<file path="config.mk">
export PLATFORM = sky130hd
export DESIGN_NAME = mixport_expander
export DESIGN_NICKNAME = d
export VERILOG_FILES = /design/src/rtl/mixport_pkg.sv /design/src/rtl/mixport_sync.sv /design/src/rtl/mixport_link.sv /design/src/rtl/mixport_ports.sv /design/src/rtl/mixport_expander.sv
export SDC_FILE = /design/constraint.sdc
export NUM_CORES = 1
export LEC_CHECK = 0
export ABC_AREA = 1
export ABC_CLOCK_PERIOD_IN_PS = 1650
export BUFFER_PORTS_ARGS = -buffer_cell sky130_fd_sc_hd__buf_2
export CORE_UTILIZATION = 46
export CTS_CLUSTER_SIZE = 14
export DETAILED_ROUTE_END_ITERATION = 7
export GPL_TIMING_DRIVEN = 0
export PLACE_DENSITY = 0.66
export SKIP_CTS_REPAIR_TIMING = 1
export SLEW_MARGIN = 25
export SYNTH_ARGS = -nofsm -noshare
export SYNTH_HDL_FRONTEND = slang
export SYNTH_SLANG_ARGS = --single-unit
</file>
<file path="constraint.sdc">
create_clock -name clk -period 1.65 [get_ports clk]
set_clock_uncertainty 0.2 [all_clocks]
set_input_delay 0.0825 -clock clk [delete_from_list [all_inputs] [get_ports clk]]
set_output_delay 0.0825 -clock clk [all_outputs]
set_load 0.1 [all_outputs]
</file>
<file path="src/rtl/mixport_pkg.sv">
`timescale 1ns/1ps
package mixport_pkg;

  localparam int          BYTE_W     = 8;
  localparam int          NPORT      = 4;
  localparam logic [2:0]  DEV_PREFIX = 3'b110;

  typedef enum logic [2:0] {
    L_IDLE,
    L_RX,
    L_RX_END,
    L_ACK,
    L_TX,
    L_MACK
  } link_st_t;

  // push-pull positions 7,6,1,0 packed MSB first
  function automatic logic [NPORT-1:0] pp_field(input logic [BYTE_W-1:0] b);
    return {b[7], b[6], b[1], b[0]};
  endfunction

  // open-drain positions 5..2
  function automatic logic [NPORT-1:0] od_field(input logic [BYTE_W-1:0] b);
    return b[5:2];
  endfunction

  function automatic logic [BYTE_W-1:0] level_byte(input logic [BYTE_W-1:0] latch,
                                                   input logic [NPORT-1:0]  pins);
    return {latch[7:6], pins, latch[1:0]};
  endfunction

  function automatic logic [BYTE_W-1:0] flag_byte(input logic [NPORT-1:0] f);
    return {2'b00, f, 2'b00};
  endfunction

  function automatic logic addr_hit(input logic [BYTE_W-1:0] rx,
                                    input logic [3:0]        lo);
    return rx[7:1] == {DEV_PREFIX, lo};
  endfunction

endpackage

</file>
<file path="src/rtl/mixport_sync.sv">
`timescale 1ns/1ps
module mixport_sync #(
  parameter int              WIDTH   = 1,
  parameter int              STAGES  = 2,
  parameter logic [WIDTH-1:0] RST_VAL = '1
) (
  input  logic             clk,
  input  logic             rst_n,
  input  logic [WIDTH-1:0] d,
  output logic [WIDTH-1:0] q
);

  generate
    if (STAGES <= 1) begin : g_single
      logic [WIDTH-1:0] r;
      always_ff @(posedge clk or negedge rst_n) begin
        if (!rst_n) r <= RST_VAL;
        else        r <= d;
      end
      assign q = r;
    end else begin : g_chain
      logic [STAGES-1:0][WIDTH-1:0] r;
      always_ff @(posedge clk or negedge rst_n) begin
        if (!rst_n) r <= {STAGES{RST_VAL}};
        else        r <= {r[STAGES-2:0], d};
      end
      assign q = r[STAGES-1];
    end
  endgenerate

endmodule

</file>
<file path="src/rtl/mixport_link.sv">
`timescale 1ns/1ps
module mixport_link
  import mixport_pkg::*;
(
  input  logic              clk,
  input  logic              rst_n,
  input  logic              scl_s,
  input  logic              sda_s,
  input  logic [3:0]        addr_lo,
  input  logic [BYTE_W-1:0] lvl_byte,
  input  logic [BYTE_W-1:0] flg_byte,
  output logic              sda_oe,
  output logic              ev_start,
  output logic              ev_stop,
  output logic              ev_addr_hit,
  output logic              ev_wr,
  output logic              ev_load_lvl,
  output logic              ev_load_flg,
  output logic              st_idle,
  output logic [BYTE_W-1:0] rx_byte,
  output logic [BYTE_W-1:0] load_byte
);

  localparam int CW = $clog2(BYTE_W);
  localparam logic [CW-1:0] LAST = CW'(BYTE_W - 1);

  logic              scl_q, sda_q;
  logic              scl_rise, scl_fall;
  link_st_t          st;
  logic [CW-1:0]     cnt;
  logic [BYTE_W-1:0] sh, tx;
  logic              addr_phase, rd_mode, sel_flg, mst_ack;
  logic              ev_load;

  assign scl_rise = scl_s & ~scl_q;
  assign scl_fall = ~scl_s & scl_q;
  assign ev_start = scl_s & scl_q & sda_q & ~sda_s;
  assign ev_stop  = scl_s & scl_q & ~sda_q & sda_s;

  assign rx_byte     = sh;
  assign st_idle     = (st == L_IDLE);
  assign ev_addr_hit = (st == L_RX_END) & scl_fall & addr_phase & addr_hit(sh, addr_lo);
  assign ev_wr       = (st == L_RX_END) & scl_fall & ~addr_phase;
  assign ev_load     = scl_fall & (((st == L_ACK) & rd_mode) | ((st == L_MACK) & mst_ack));
  assign ev_load_lvl = ev_load & ~sel_flg;
  assign ev_load_flg = ev_load & sel_flg;
  assign load_byte   = sel_flg ? flg_byte : lvl_byte;

  always_ff @(posedge clk or negedge rst_n) begin
    if (!rst_n) begin
      scl_q      <= 1'b1;
      sda_q      <= 1'b1;
      st         <= L_IDLE;
      cnt        <= '0;
      sh         <= '0;
      tx         <= '0;
      sda_oe     <= 1'b0;
      addr_phase <= 1'b1;
      rd_mode    <= 1'b0;
      sel_flg    <= 1'b0;
      mst_ack    <= 1'b0;
    end else begin
      scl_q <= scl_s;
      sda_q <= sda_s;
      if (ev_start) begin
        st         <= L_RX;
        cnt        <= '0;
        addr_phase <= 1'b1;
        sda_oe     <= 1'b0;
      end else if (ev_stop) begin
        st     <= L_IDLE;
        sda_oe <= 1'b0;
      end else begin
        case (st)
          L_RX: if (scl_rise) begin
            sh  <= {sh[BYTE_W-2:0], sda_s};
            cnt <= cnt + 1'b1;
            if (cnt == LAST) st <= L_RX_END;
          end
          L_RX_END: if (scl_fall) begin
            if (addr_phase) begin
              if (addr_hit(sh, addr_lo)) begin
                sda_oe  <= 1'b1;
                rd_mode <= sh[0];
                sel_flg <= 1'b0;
                st      <= L_ACK;
              end else begin
                st <= L_IDLE;
              end
            end else begin
              sda_oe <= 1'b1;
              st     <= L_ACK;
            end
          end
          L_ACK: if (scl_fall) begin
            addr_phase <= 1'b0;
            cnt        <= '0;
            if (rd_mode) begin
              tx      <= {load_byte[BYTE_W-2:0], 1'b0};
              sda_oe  <= ~load_byte[BYTE_W-1];
              sel_flg <= ~sel_flg;
              st      <= L_TX;
            end else begin
              sda_oe <= 1'b0;
              st     <= L_RX;
            end
          end
          L_TX: if (scl_fall) begin
            cnt <= cnt + 1'b1;
            if (cnt == LAST) begin
              sda_oe <= 1'b0;
              st     <= L_MACK;
            end else begin
              sda_oe <= ~tx[BYTE_W-1];
              tx     <= {tx[BYTE_W-2:0], 1'b0};
            end
          end
          L_MACK: begin
            if (scl_rise) begin
              mst_ack <= ~sda_s;
            end else if (scl_fall) begin
              cnt <= '0;
              if (mst_ack) begin
                tx      <= {load_byte[BYTE_W-2:0], 1'b0};
                sda_oe  <= ~load_byte[BYTE_W-1];
                sel_flg <= ~sel_flg;
                st      <= L_TX;
              end else begin
                st <= L_IDLE;
              end
            end
          end
          default: st <= L_IDLE;
        endcase
      end
    end
  end

endmodule

</file>
<file path="src/rtl/mixport_ports.sv">
`timescale 1ns/1ps
module mixport_ports
  import mixport_pkg::*;
#(
  parameter logic [BYTE_W-1:0] RESET_VAL = 8'hFF
) (
  input  logic              clk,
  input  logic              rst_n,
  input  logic              wr_en,
  input  logic [BYTE_W-1:0] wr_data,
  input  logic [NPORT-1:0]  od_s,
  input  logic              clr_flags,
  output logic [NPORT-1:0]  pp_o,
  output logic [NPORT-1:0]  od_oe,
  output logic              int_n,
  output logic [BYTE_W-1:0] lvl_byte,
  output logic [BYTE_W-1:0] flg_byte,
  output logic [NPORT-1:0]  flags,
  output logic [NPORT-1:0]  mask
);

  logic [BYTE_W-1:0] latch;

  always_ff @(posedge clk or negedge rst_n) begin
    if (!rst_n)     latch <= RESET_VAL;
    else if (wr_en) latch <= wr_data;
  end

  assign pp_o  = pp_field(latch);
  assign mask  = od_field(latch);
  assign od_oe = ~od_field(latch);

  generate
    for (genvar i = 0; i < NPORT; i++) begin : g_port
      logic f_q, s_q;
      always_ff @(posedge clk or negedge rst_n) begin
        if (!rst_n) begin
          f_q <= 1'b0;
          s_q <= RESET_VAL[i+2];
        end else if (clr_flags) begin
          f_q <= 1'b0;
          s_q <= od_s[i];
        end else if (od_s[i] != s_q) begin
          f_q <= 1'b1;
        end
      end
      assign flags[i] = f_q;
    end
  endgenerate

  assign int_n    = ~|(flags & mask);
  assign lvl_byte = level_byte(latch, od_s);
  assign flg_byte = flag_byte(flags);

endmodule

</file>
<file path="src/rtl/mixport_expander.sv">
`timescale 1ns/1ps
module mixport_expander
  import mixport_pkg::*;
#(
  parameter logic [7:0] RESET_VAL   = 8'hFF,
  parameter int         SYNC_STAGES = 2
) (
  input  logic       clk,
  input  logic       rst_n,
  input  logic       scl_i,
  input  logic       sda_i,
  output logic       sda_oe,
  input  logic [3:0] addr_lo,
  output logic [3:0] pp_o,
  input  logic [3:0] od_i,
  output logic [3:0] od_oe,
  output logic       int_n
);

  logic              scl_s, sda_s;
  logic [NPORT-1:0]  od_s;
  logic              ev_start, ev_stop, ev_addr_hit, ev_wr;
  logic              ev_load_lvl, ev_load_flg, st_idle;
  logic [BYTE_W-1:0] rx_byte, load_byte, lvl_byte, flg_byte;
  logic [NPORT-1:0]  flags, mask;

  mixport_sync #(.WIDTH(2), .STAGES(SYNC_STAGES), .RST_VAL(2'b11)) u_bus_sync (
    .clk(clk), .rst_n(rst_n), .d({scl_i, sda_i}), .q({scl_s, sda_s})
  );

  mixport_sync #(.WIDTH(NPORT), .STAGES(SYNC_STAGES), .RST_VAL(od_field(RESET_VAL))) u_pin_sync (
    .clk(clk), .rst_n(rst_n), .d(od_i), .q(od_s)
  );

  mixport_link u_link (
    .clk(clk), .rst_n(rst_n), .scl_s(scl_s), .sda_s(sda_s), .addr_lo(addr_lo),
    .lvl_byte(lvl_byte), .flg_byte(flg_byte), .sda_oe(sda_oe),
    .ev_start(ev_start), .ev_stop(ev_stop), .ev_addr_hit(ev_addr_hit), .ev_wr(ev_wr),
    .ev_load_lvl(ev_load_lvl), .ev_load_flg(ev_load_flg), .st_idle(st_idle),
    .rx_byte(rx_byte), .load_byte(load_byte)
  );

  mixport_ports #(.RESET_VAL(RESET_VAL)) u_ports (
    .clk(clk), .rst_n(rst_n), .wr_en(ev_wr), .wr_data(rx_byte), .od_s(od_s),
    .clr_flags(ev_load_flg), .pp_o(pp_o), .od_oe(od_oe), .int_n(int_n),
    .lvl_byte(lvl_byte), .flg_byte(flg_byte), .flags(flags), .mask(mask)
  );

endmodule

</file>
Yosys cells after proc, flatten, opt, wreduce, memory -nomap -nowiden:

Cells that the tools add are included.

* add/subtract/negate cells: 1
* multiplexer cells: 65
* reductions and logical operators: 21
* equal/unequal tests: 35
* bitwise logic cells: 26

Operators by type and width (number)
* 2-to-1 mux 8 bit: 8
* 2-to-1 mux 3 bit: 18
* 2-to-1 mux 1 bit: 32
* inequality test 4 x 3 -> 1 bit (second input constant): 8
* one-hot mux 8 bit (3 select lines): 1
* AND reduction 8 bit: 2
* one-hot mux 3 bit (5 select lines): 1
* inequality test 2 x 1 -> 1 bit (second input constant): 7
* AND 1 bit: 13
* one-hot mux 3 bit (4 select lines): 1
* nonzero test 2 bit: 6
* AND reduction 11 bit: 1
* NOT 1 bit: 10
* AND reduction 10 bit: 1
* equality test 3 bit (second input constant): 3
* inequality test 2 bit (second input constant): 4
* AND reduction 4 bit: 2
* equality test 7 bit: 1
* equality test 3 x 2 -> 1 bit (second input constant): 2
* inequality test 3 x 2 -> 1 bit (second input constant): 2
* AND reduction 6 bit: 1
* nonzero test 3 bit: 2
* nonzero test 6 bit: 1
* inequality test 5 bit (second input constant): 1
* other kinds (16): 20

* output and inout port bits: 10
* bits in registers: 57
* word-level logic and storage cells: 172

Depth between registers and ports, before layout:

Gate-level depths: netlist of run 1.

* depth in word-level cells: 8
* depth in mapped cells: 11

By module:

A second synthesis of run 1 with hierarchy kept.

* cell total of the unflattened synthesis: 397
* area total of the unflattened synthesis: 3069.2 um^2

Modules (own cells, without submodules)
* mixport_link: cells an instance 270, times used 1, area each 1838.0 um^2
* mixport_ports: cells an instance 109, times used 1, area each 870.8 um^2
* mixport_sync at u_pin_sync: cells an instance 12, times used 1, area each 240.2 um^2
* mixport_sync at u_bus_sync: cells an instance 6, times used 1, area each 120.1 um^2

Worst setup path after synthesis of run 1:

No wires, ideal clock.

* path kind: register -> output
* from: register u_ports.latch[4]
* to: output port int_n
* buffers on the path: 0
* required time: 1.367 ns
* data arrival time: 3.378 ns
* path slack: -2.011 ns
* cell stages (with the launch flop): 4
* cell sequence: dfstp_2 -> inv_1 -> o22ai_1 -> a221oi_1

* cells in the longest elaborated chain, start to end: 3

RTL lines
* start: declaration: line mixport_ports.sv:22 `logic [BYTE_W-1:0] latch;`
* start signal: assignment: line mixport_ports.sv:26 `else if (wr_en) latch <= wr_data;`
* AND 4 bit: line mixport_ports.sv:51 `assign int_n = ~|(flags & mask);`
* OR reduction 4 bit: line mixport_ports.sv:51
* zero test 1 bit: line mixport_ports.sv:51
* end: declaration: line mixport_expander.sv:17 `output logic int_n`

Every way passes these cells.

Worst setup path after layout of run 1:

* from: register u_link.st[0]
* to: register u_link.tx[3]

* cells in the longest elaborated chain, start to end: 3
* elaborated cells between the ends (all ways): 13

RTL lines
* start: declaration: line mixport_link.sv:29 `link_st_t st;`
* start signal: assignment: line mixport_link.sv:53 `st <= L_IDLE;`
* start signal: assignment: line mixport_link.sv:66 `st <= L_RX;`
* start signal: assignment: line mixport_link.sv:71 `st <= L_IDLE;`
* equality test 3 x 2 -> 1 bit / equality test 3 bit (equally long branches): line mixport_link.sv:74 `case (st)`
* inequality test 2 x 1 -> 1 bit (no line) (tied with other cells)
* AND reduction 10 bit (no line)
* end signal: assignment: line mixport_link.sv:99 `tx <= {load_byte[BYTE_W-2:0], 1'b0};`
* end signal: assignment: line mixport_link.sv:115 `tx <= {tx[BYTE_W-2:0], 1'b0};`
* end signal: assignment: line mixport_link.sv:124 `tx <= {load_byte[BYTE_W-2:0], 1'b0};`
* end: declaration: line mixport_link.sv:31 `logic [BYTE_W-1:0] sh, tx;`

Parallel ways exist; a longest one is shown, timed or not.
A chain may end at the register's enable or synchronous reset.

==> run_results.csv, run 1 <==
group,metric,value,unit
outcome,status,"finished with violations",
outcome,violations,"negative setup slack",
cts,clk_path_buf_depth,2,
cts,numCtsBuffers,5,
synthesis,syn_avg_cell_area,8.38,µm²
pwr,power_density,1310,nW/µm²
min_path,holdCritPathClass,"input pin to register",
synthesis,syn_nets,339,
global_routing,grt_pass1_vias,2033,
drt,drtIter0Drc,132,
worst_setup_path,critPathLaunchType,"register",
global_routing,antenna_found_initial,0,
die,start_util,48.4,%
worst_setup_path,crit_type,"register to register",
sta,min_period_over_period,106,%
sta,timing.hold.ws,109,ps
sta,min_period,1750,ps
cts,path_clk_slew,100,ps
synthesis,synth.cell_area,2710,µm²
worst_setup_path,startpoint,"u_link.st[0]",
sta,worst_pin_slew,706,ps
die,coreArea,5610,µm²
final_layout,drive_gt1_share,43.8,%
place,port_buffers,21,
drt,wl_per_cell,13.5,µm
final_layout,final_nets,398,
drt,drt_wl_total,6.16,mm
worst_setup_path,cp_max_fo,6,
die,die_h,78.8,µm
pwr,vdd.ir_drop.worst,1.29,mV
worst_setup_path,reg2reg_from,"u_link.st[0]",
worst_setup_path,crit_path_frequent_cell,"nand2_2",
drt,route.detailed.drc,0,
die,num_rows,27,
synthesis,ys_seq_area_share,52.9,%
worst_setup_path,crit_chain,"nand2_2 > inv_1 > nand2_1 > nand2_1 > nand2_2 > nand3_4 > buf_6 > nand2_2 > o21ai_2",
sta,rsz0062_at_grt,"true",
job,drv_cap,0,
sta,hold_viol,0,
final_layout,nFillCells,465,
final_layout,final_area,3670,µm²
sta,setup_viol,19,
cts,cts_tree,"built",
cts,clkSinkCount,56,
synthesis,ys_types,28,
final_layout,n_antenna_cell,0,
final_layout,final_common_cell,"nand2_1",
worst_setup_path,rr_worst_depth,9,
worst_setup_path,worst-endpoint-arrival,1760,ps
sta,timing.slew.headroom,52.9,%
drt,via_count,2262,
global_routing,overflow,0,
sta,report.final.slew_viol_count,0,
die,dieArea,6210,µm²
drt,antenna_left,0,
synthesis,yosysWarnings,0,
die,ioPinCount,22,
final_layout,register_area,1440,µm²
worst_setup_path,cp-endpoint,"u_link.tx[3]",
final_layout,final_cell_mix,"81 x nand2_1, 35 x inv_1, 27 x dfstp_2, 27 x dfrtp_1, 25 x buf_4",
die,die_x,78.8,µm
sta,setup_ws,-98.3,ps
cts,clock_latency,310,ps
final_layout,area_delta_synth_final,35.2,%
pwr,power,4.80,mW
place,gp_congestion,0.933,
place,dp_hpwl,3.93,mm
pwr,p_leak,1.67,nW
cts,clock-root-buffer,"clkbuf_8",
worst_setup_path,cp_slowest_cell,"dfrtp_2",
global_routing,track_usage,19.3,%
drt,viasPerCell,4.96,
worst_setup_path,r2r-end,"u_link.tx[3]",
global_routing,grt_max_degree,57,
global_routing,grt_pass1_wl,9.28,mm
place,place_area,2970,µm²
drt,drt-pass1-iter-count,4,
worst_setup_path,cp.required,1660,ps
synthesis,syn_inst,324,
worst_setup_path,reg2reg_slack,-100,ps
synthesis,ys_ff_latch,56,
worst_setup_path,max_stage_delay,500,ps
worst_setup_path,end_kind,"register",
final_layout,multi_input_area,1360,µm²
cts,htree_levels,2,
sta,timing.fmax,572,MHz
report_power, final:
part | switching (mW) | total (mW) | internal [mW] | leakage, nW
Clock | 0.457 | 0.761 | 0.304 | 0.0456
Combinational | 1.31 | 2.07 | 0.768 | 0.986
Sequential | 0.264 | 1.97 | 1.70 | 0.641
Total | 2.03 | 4.80 | 2.78 | 1.67
synthesized netlist by cell type (all sizes together):
| master | n | area (µm²) |
|---|---|---|
| inv | 49 | 184 |
| dfrtp | 29 | 726 |
| o211ai | 2 | 15.0 |
| o21ai | 42 | 240 |
| nand3 | 15 | 90.1 |
| ha | 3 | 37.5 |
| buf | 8 | 62.6 |
| mux2i | 4 | 40.0 |
| mux2 | 1 | 11.3 |
| xnor2 | 3 | 26.3 |
| nor2 | 23 | 93.8 |
| clkbuf | 1 | 3.75 |
| o22ai | 1 | 6.26 |
| a21oi | 6 | 30.0 |
| nand3b | 1 | 7.51 |
| o2111ai | 1 | 8.76 |
| nand2 | 105 | 402 |
| a221oi | 1 | 8.76 |
| dfstp | 27 | 709 |
| nor3 | 1 | 5.00 |
| nand4 | 1 | 6.26 |
logic make-up after synthesis:
group / Yosys count / synth area share (%)
flops: 56 / 52.9
compound gates: 53 / 11.4
simple gates: 146 / 22.3
buf+inv: 58 / 9.22
mux: 5 / 1.89
fa+ha+maj: 3 / 1.38
xor+xnor: 3 / 0.968
state kept, by name (all words and copies together) (netlist names), 2 cells and up:
signal and flops:
u_bus_sync.g_chain.r 2, u_bus_sync.q 2, u_link.cnt 3, u_link.rx_byte 8, u_link.st 3, u_link.tx 7
u_pin_sync.g_chain.r 4, u_pin_sync.q 4, u_ports.g_port.f_q 4, u_ports.g_port.s_q 4, u_ports.latch 8
worst max-delay path: cells and delay by family (launching register included):
family	cells	cell delay (ps)
AOI/OAI and AO/OA	1	50
DFF	1	500
buffers and inverters	2	220
and+or+nand+nor	6	670
layout make-up:
cell class              instances  share of cell area (%)
repair buffers                 51                    11.0
clock buffers                   6                    1.98
inverters                      49                    5.69
plain buffers                   9                    2.15
well taps                      72                    2.45
clock inverters                 2                   0.375
multi-input cells             211                    37.2
flip-flops and latches         56                    39.2
worst min path at each step:
stage	start	endpoint	slack [ps]	depth (start not counted)
6_report	addr_lo[1]	u_link.rd_mode	110	7
5_1_grt	u_pin_sync.g_chain.r[3]	u_pin_sync.q[3]	160	0
4_1_cts	rst_n	u_link.tx[6]	-360	1
3_5_place_dp	rst_n	u_link.st[2]	-20	1
3_3_place_gp	od_i[3]	u_pin_sync.g_chain.r[3]	-10	1
2_1_floorplan	rst_n	u_link.cnt[0]	-410	0
metal layers:
metal / vias to the layer above / track usage [%] / routed length, µm
met5: - / 0 / 0
met4: 0 / 5.82 / 85
met3: 8 / 3.22 / 232
met2: 38 / 29.8 / 3010
met1: 1081 / 27.8 / 2830
li1: 1135 / - / -
stage by stage:
stage,setup TNS (ps),setup WS [ps],std cells,util (%)
2_1_floorplan,-379,-307,324,-
3_3_place_gp,-6060,-213,417,52.9
3_5_place_dp,-6700,-227,417,53.0
4_1_cts,-7660,-235,425,54.5
5_1_grt,-2680,-157,456,65.4
6_report,-954,-98.3,456,65.4
Note: power is estimated with default switching activity, not from simulation.
==> run 2, diff against run 1 <==
--- a/config.mk
+++ b/config.mk
@@ -18,3 +18,4 @@
 export SYNTH_ARGS = -nofsm -noshare
 export SYNTH_HDL_FRONTEND = slang
 export SYNTH_SLANG_ARGS = --single-unit
+export TNS_END_PERCENT = 10
==> run 2 against run 1 <==
The run still ends with negative setup slack left. Routed wire length is 4.6% lower. Clock power about the same. Count of clock-buffer cells in the layout unchanged. Critical path type unchanged. Power decreased by 4.6%. Final cell count is 1.3% lower. Sequential share of layout area grew 2.3 points.
==> run_results.csv, run 2 (synthesized netlist as in run 1, its figures left out) <==
group,metric,value,unit
global_routing,overflow,0,
drt,wl_per_cell,13.1,µm
die,dieArea,6210,µm²
place,place_area,2940,µm²
die,num_rows,27,
final_layout,area_delta_synth_final,27.8,%
global_routing,grt_pass1_wl,9.16,mm
worst_setup_path,cp.required,1660,ps
min_path,holdCritPathClass,"input pin to asynchronous set/reset pin",
final_layout,final_nets,392,
sta,timing.fmax,572,MHz
global_routing,grt_max_degree,57,
place,dpl_worst_slack,-313,ps
drt,drtIter0Drc,173,
worst_setup_path,max_stage_delay,410,ps
worst_setup_path,crit_chain,"inv_1 > nand2_2 > nor2_4 > nor2_1 > a21oi_2 > nand3_4 > buf_6 > nand2_1 > o21ai_2",
place,gp_congestion,0.940,
cts,htree_levels,2,
worst_setup_path,critPathLaunchType,"register",
sta,tns,-1500,ps
die,die_x,78.8,µm
place,port_buffers,21,
outcome,status,"finished with violations",
cts,clkSinkCount,56,
place,dp_hpwl,3.90,mm
final_layout,nFillCells,480,
sta,min_period,1750,ps
final_layout,final_cell_mix,"88 x nand2_1, 39 x inv_1, 28 x o21ai_0, 28 x dfrtp_1, 27 x dfstp_2",
drt,drt_wl_total,5.88,mm
die,ioPinCount,22,
die,start_util,48.4,%
drt,antenna_left,0,
sta,rsz0062_at_grt,"true",
worst_setup_path,crit_type,"register to register",
global_routing,track_usage,18.8,%
global_routing,antenna_found_initial,0,
final_layout,n_antenna_cell,0,
drt,drt-pass1-iter-count,5,
pwr,p_leak,1.61,nW
sta,worst_pin_slew,694,ps
final_layout,final_common_cell,"nand2_1",
cts,cts_tree,"built",
pwr,vdd.ir_drop.worst,1.00,mV
sta,report.final.slew_viol_count,0,
drt,viasPerCell,4.98,
worst_setup_path,end_kind,"register",
sta,setup_ws,-97.5,ps
drt,route.detailed.drc,0,
sta,timing.hold.ws,135,ps
cts,clock_latency,310,ps
outcome,violations,"negative setup slack",
drt,via_count,2243,
sta,timing.slew.headroom,53.7,%
worst_setup_path,cp_slowest_cell,"dfrtp_1",
die,die_h,78.8,µm
worst_setup_path,worst-endpoint-arrival,1760,ps
final_layout,drive_gt1_share,36.8,%
die,coreArea,5610,µm²
job,drv_cap,0,
pwr,power_density,1320,nW/µm²
sta,setup_viol,36,
final_layout,final_area,3470,µm²
sta,min_period_over_period,106,%
cts,numCtsBuffers,5,
cts,clock-root-buffer,"clkbuf_8",
final_layout,multi_input_area,1230,µm²
cts,clk_path_buf_depth,2,
global_routing,grt_pass1_vias,1977,
worst_setup_path,cp_max_fo,4,
sta,hold_viol,0,
cts,path_clk_slew,110,ps
final_layout,register_area,1440,µm²
-- run 2: path summary, 6_finish.rpt --
path	from	end	slack, ps	depth (start not counted)
min	rst_n	u_link.st[2]	140	2
max in group asynchronous	rst_n	u_link.st[0]	630	2
min in group clk	addr_lo[1]	u_link.sel_flg	140	6
min reg2reg	u_bus_sync.g_chain.r[1]	u_bus_sync.q[1]	160	0
max reg2reg	u_link.st[2]	u_link.tx[5]	-100	9
max	u_link.st[2]	u_link.tx[5]	-100	9
-- run 2: power breakdown --
| group | switching, mW | internal (mW) |
|---|---|---|
| clock network | 0.458 | 0.304 |
| logic | 1.22 | 0.666 |
| registers | 0.233 | 1.70 |
| total | 1.91 | 2.67 |
-- run 2: worst max-delay path, delay by kind of cell (launching register included) --
| kind | cells | cell delay, ps |
|---|---|---|
| AOI/OAI and AO/OA | 2 | 220 |
| buffers and inverters | 2 | 270 |
| DFF | 1 | 410 |
| and+or+nand+nor | 5 | 550 |
-- run 2: area by class of cell --
cell class	instances	share of cell area [%]
buffer	9	2.09
clock buffer	6	2.09
clock inverter	2	0.397
inverter	49	5.81
multi-input combinational	210	35.4
sequential	56	41.4
tap	72	2.60
timing repair buffer	46	10.2
-- run 2: metrics by stage --
stage / cells / total power [mW] / util [%]
3_3_place_gp: 417 / 3.42 / 52.4
3_5_place_dp: 417 / 3.47 / 52.5
4_1_cts: 425 / 4.24 / 54.0
5_1_grt: 450 / 4.85 / 61.8
2_1_floorplan: 324 / 3.14 / -
6_report: 450 / 4.58 / 61.8
-- run 2: metal layers --
| layer | vias up | track usage, % | part of all wire [%] |
|---|---|---|---|
| li1 | 1119 | - | - |
| met1 | 1051 | 27.2 | 47 |
| met2 | 62 | 29.3 | 47 |
| met3 | 11 | 2.99 | 4.0 |
| met4 | 0 | 5.45 | 1.5 |
| met5 | - | 0 | 0 |
==> run 3, diff against run 2 <==
--- a/config.mk
+++ b/config.mk
@@ -8,11 +8,13 @@
 export ABC_AREA = 1
 export ABC_CLOCK_PERIOD_IN_PS = 1650
 export BUFFER_PORTS_ARGS = -buffer_cell sky130_fd_sc_hd__buf_2
-export CORE_UTILIZATION = 46
+export CELL_PAD_IN_SITES_DETAIL_PLACEMENT = 0
+export CELL_PAD_IN_SITES_GLOBAL_PLACEMENT = 1
+export CORE_UTILIZATION = 40
 export CTS_CLUSTER_SIZE = 14
 export DETAILED_ROUTE_END_ITERATION = 7
 export GPL_TIMING_DRIVEN = 0
-export PLACE_DENSITY = 0.66
+export PLACE_DENSITY_LB_ADDON = 0.1
 export SKIP_CTS_REPAIR_TIMING = 1
 export SLEW_MARGIN = 25
 export SYNTH_ARGS = -nofsm -noshare
==> run 3 against run 2 <==
Critical endpoint is now u_link.tx[3]. Sequential power hardly changed. First-iteration DRC count is 46% lower. Utilization is 7.8 points lower. Worst hold slack worse by 60 ps. Final cell count is 0.89% higher. Combinational power hardly changed. Flip-flop and latch count stayed put. Largest power group unchanged. Sequential share of layout area is 0.28 points lower. Die area is 15% higher. Routed wire length is 2.1% higher. The flow still finishes with violations (negative setup slack).
==> run_results.csv, run 3 (synthesized netlist as in run 1, its figures left out) <==
group,metric,value,unit
drt,antenna_left,0,
sta,timing.slew.headroom,51.9,%
worst_setup_path,reg2reg_slack,-150,ps
die,ioPinCount,22,
sta,report.final.slew_viol_count,0,
global_routing,overflow,0,
place,dp_cells,422,
drt,drt_wl_total,6.00,mm
final_layout,final_cell_mix,"81 x nand2_1, 38 x inv_1, 29 x o21ai_0",
pwr,power.internal,2.70,mW
cts,cts_tree,"built",
cts,clock-root-buffer,"clkbuf_8",
global_routing,track_usage,17.8,%
pwr,power_density,1320,nW/µm²
sta,min_period,1800,ps
sta,rsz0062_at_grt,"true",
die,die_x,84.4,µm
cts,htree_levels,2,
final_layout,final_common_cell,"nand2_1",
min_path,worstHoldPathCells,6,
outcome,status,"finished with violations",
min_path,min_to,"u_link.sel_flg",
pwr,power_switching,1.92,mW
die,start_util,42.0,%
worst_setup_path,end_kind,"register",
pwr,p_leak,1.61,nW
die,dieArea,7120,µm²
cts,clk_path_buf_depth,2,
global_routing,grt_pass1_wl,9.85,mm
drt,viasPerCell,4.72,
sta,min_period_over_period,109,%
cts,clkSinkCount,56,
pwr,seqPwrFrac,41.9,%
place,port_buffers,21,
cts,numCtsBuffers,5,
final_layout,layout.cells.non_filler,454,
cts,clock_latency,320,ps
die,die_h,84.4,µm
outcome,violations,"negative setup slack",
pwr,switching_share,41.6,%
drt,wl_per_cell,13.2,µm
final_layout,nFillCells,613,
pwr,pwr-share-comb,41.3,%
job,drv_cap,0,
worst_setup_path,rr_worst_depth,9,
min_path,holdCritStartpoint,"addr_lo[1]",
cts,path_clk_slew,110,ps
drt,drtIter0Drc,94,
sta,timing.fmax,555,MHz
drt,via_count,2145,
pwr,clkPwrFrac,16.8,%
final_layout,area_delta_synth_final,28.6,%
global_routing,grt_max_degree,57,
worst_setup_path,reg2reg_from,"u_link.st[1]",
min_path,holdCritPathClass,"input pin to register",
worst_setup_path,critPathLaunchType,"register",
sta,setup_viol,23,
worst_setup_path,r2r-end,"u_link.tx[3]",
final_layout,drive_gt1_share,39.0,%
global_routing,antenna_found_initial,0,
global_routing,grt_pass1_vias,2008,
sta,hold_viol,0,
worst_setup_path,crit_type,"register to register",
final_layout,final_nets,391,
worst_setup_path,worst-endpoint-arrival,1820,ps
place,dp_hpwl,4.07,mm
worst_setup_path,cp.required,1670,ps
drt,route.detailed.drc,0,
die,coreArea,6460,µm²
sta,tns,-1440,ps
sta,worst_pin_slew,721,ps
worst_setup_path,cp_max_fo,5,
sta,setup_ws,-151,ps
pwr,vdd.ir_drop.worst,0.820,mV
final_layout,n_antenna_cell,0,
drt,drt-pass1-iter-count,4,
place,gp_congestion,0.831,
die,num_rows,29,
run 3: layout make-up:
type                            count  area [µm²]  share of cell area, %
Inverter                           49         201                   5.77
Tap cell                           77        96.3                   2.76
Timing Repair Buffer               45         342                   9.78
Buffer                              9        75.1                   2.15
Multi-Input combinational cell    210        1250                   35.9
Clock buffer                        6        72.6                   2.08
Clock inverter                      2        13.8                  0.394
Sequential cell                    56        1440                   41.1
run 3: how the worst max path moves through the flow:
stage,from,to,slack [ps],cells after the start
after CTS,u_bus_sync.q[1],u_link.cnt[1],-370,7
after detailed placement,u_bus_sync.q[1],u_link.cnt[1],-360,7
final,u_link.st[1],u_link.tx[3],-150,9
after global routing,u_link.st[1],u_link.tx[6],-220,9
after global placement,u_bus_sync.q[1],u_link.cnt[0],-370,7
after floorplan,u_ports.latch[4],int_n,-310,3
run 3: stage by stage:
step	utilization, %	area (µm²)	setup slack (ps)	power, mW	hold WS [ps]
2_1_floorplan	-	2750	-307	3.14	-413
3_3_place_gp	45.6	2950	-368	3.46	-13.2
3_5_place_dp	45.7	2950	-364	3.47	-10.8
4_1_cts	47.0	3040	-368	4.27	-360
5_1_grt	54.0	3490	-219	4.96	144
6_report	54.0	3490	-151	4.62	75.6
run 3: power groups by stage:
stage	Clock [mW]	Combinational (mW)	Sequential, mW
after floorplan	0	1.17	1.97
after global placement	0	1.52	1.93
after detailed placement	0	1.54	1.94
after CTS	0.809	1.54	1.91
after global routing	0.862	2.12	1.98
final	0.775	1.91	1.94
run 3: worst max-delay path: stages, from the launching register on:
cell and delay (ps):
dfrtp_1 420, inv_2 120, nand2_4 80, nor2_1 220, nand2_1 170, nand2_2 100
nor2_2 40, nand3_2 130, clkbuf_16 170, o21ai_2 50
run 3: per-layer routing:
metal	vias to the layer above	global-route usage, %	wire length (µm)
met4	0	5.55	29
li1	1118	-	-
met1	1006	26.1	3090
met3	2	2.95	111
met5	-	0	0
met2	19	27.3	2770
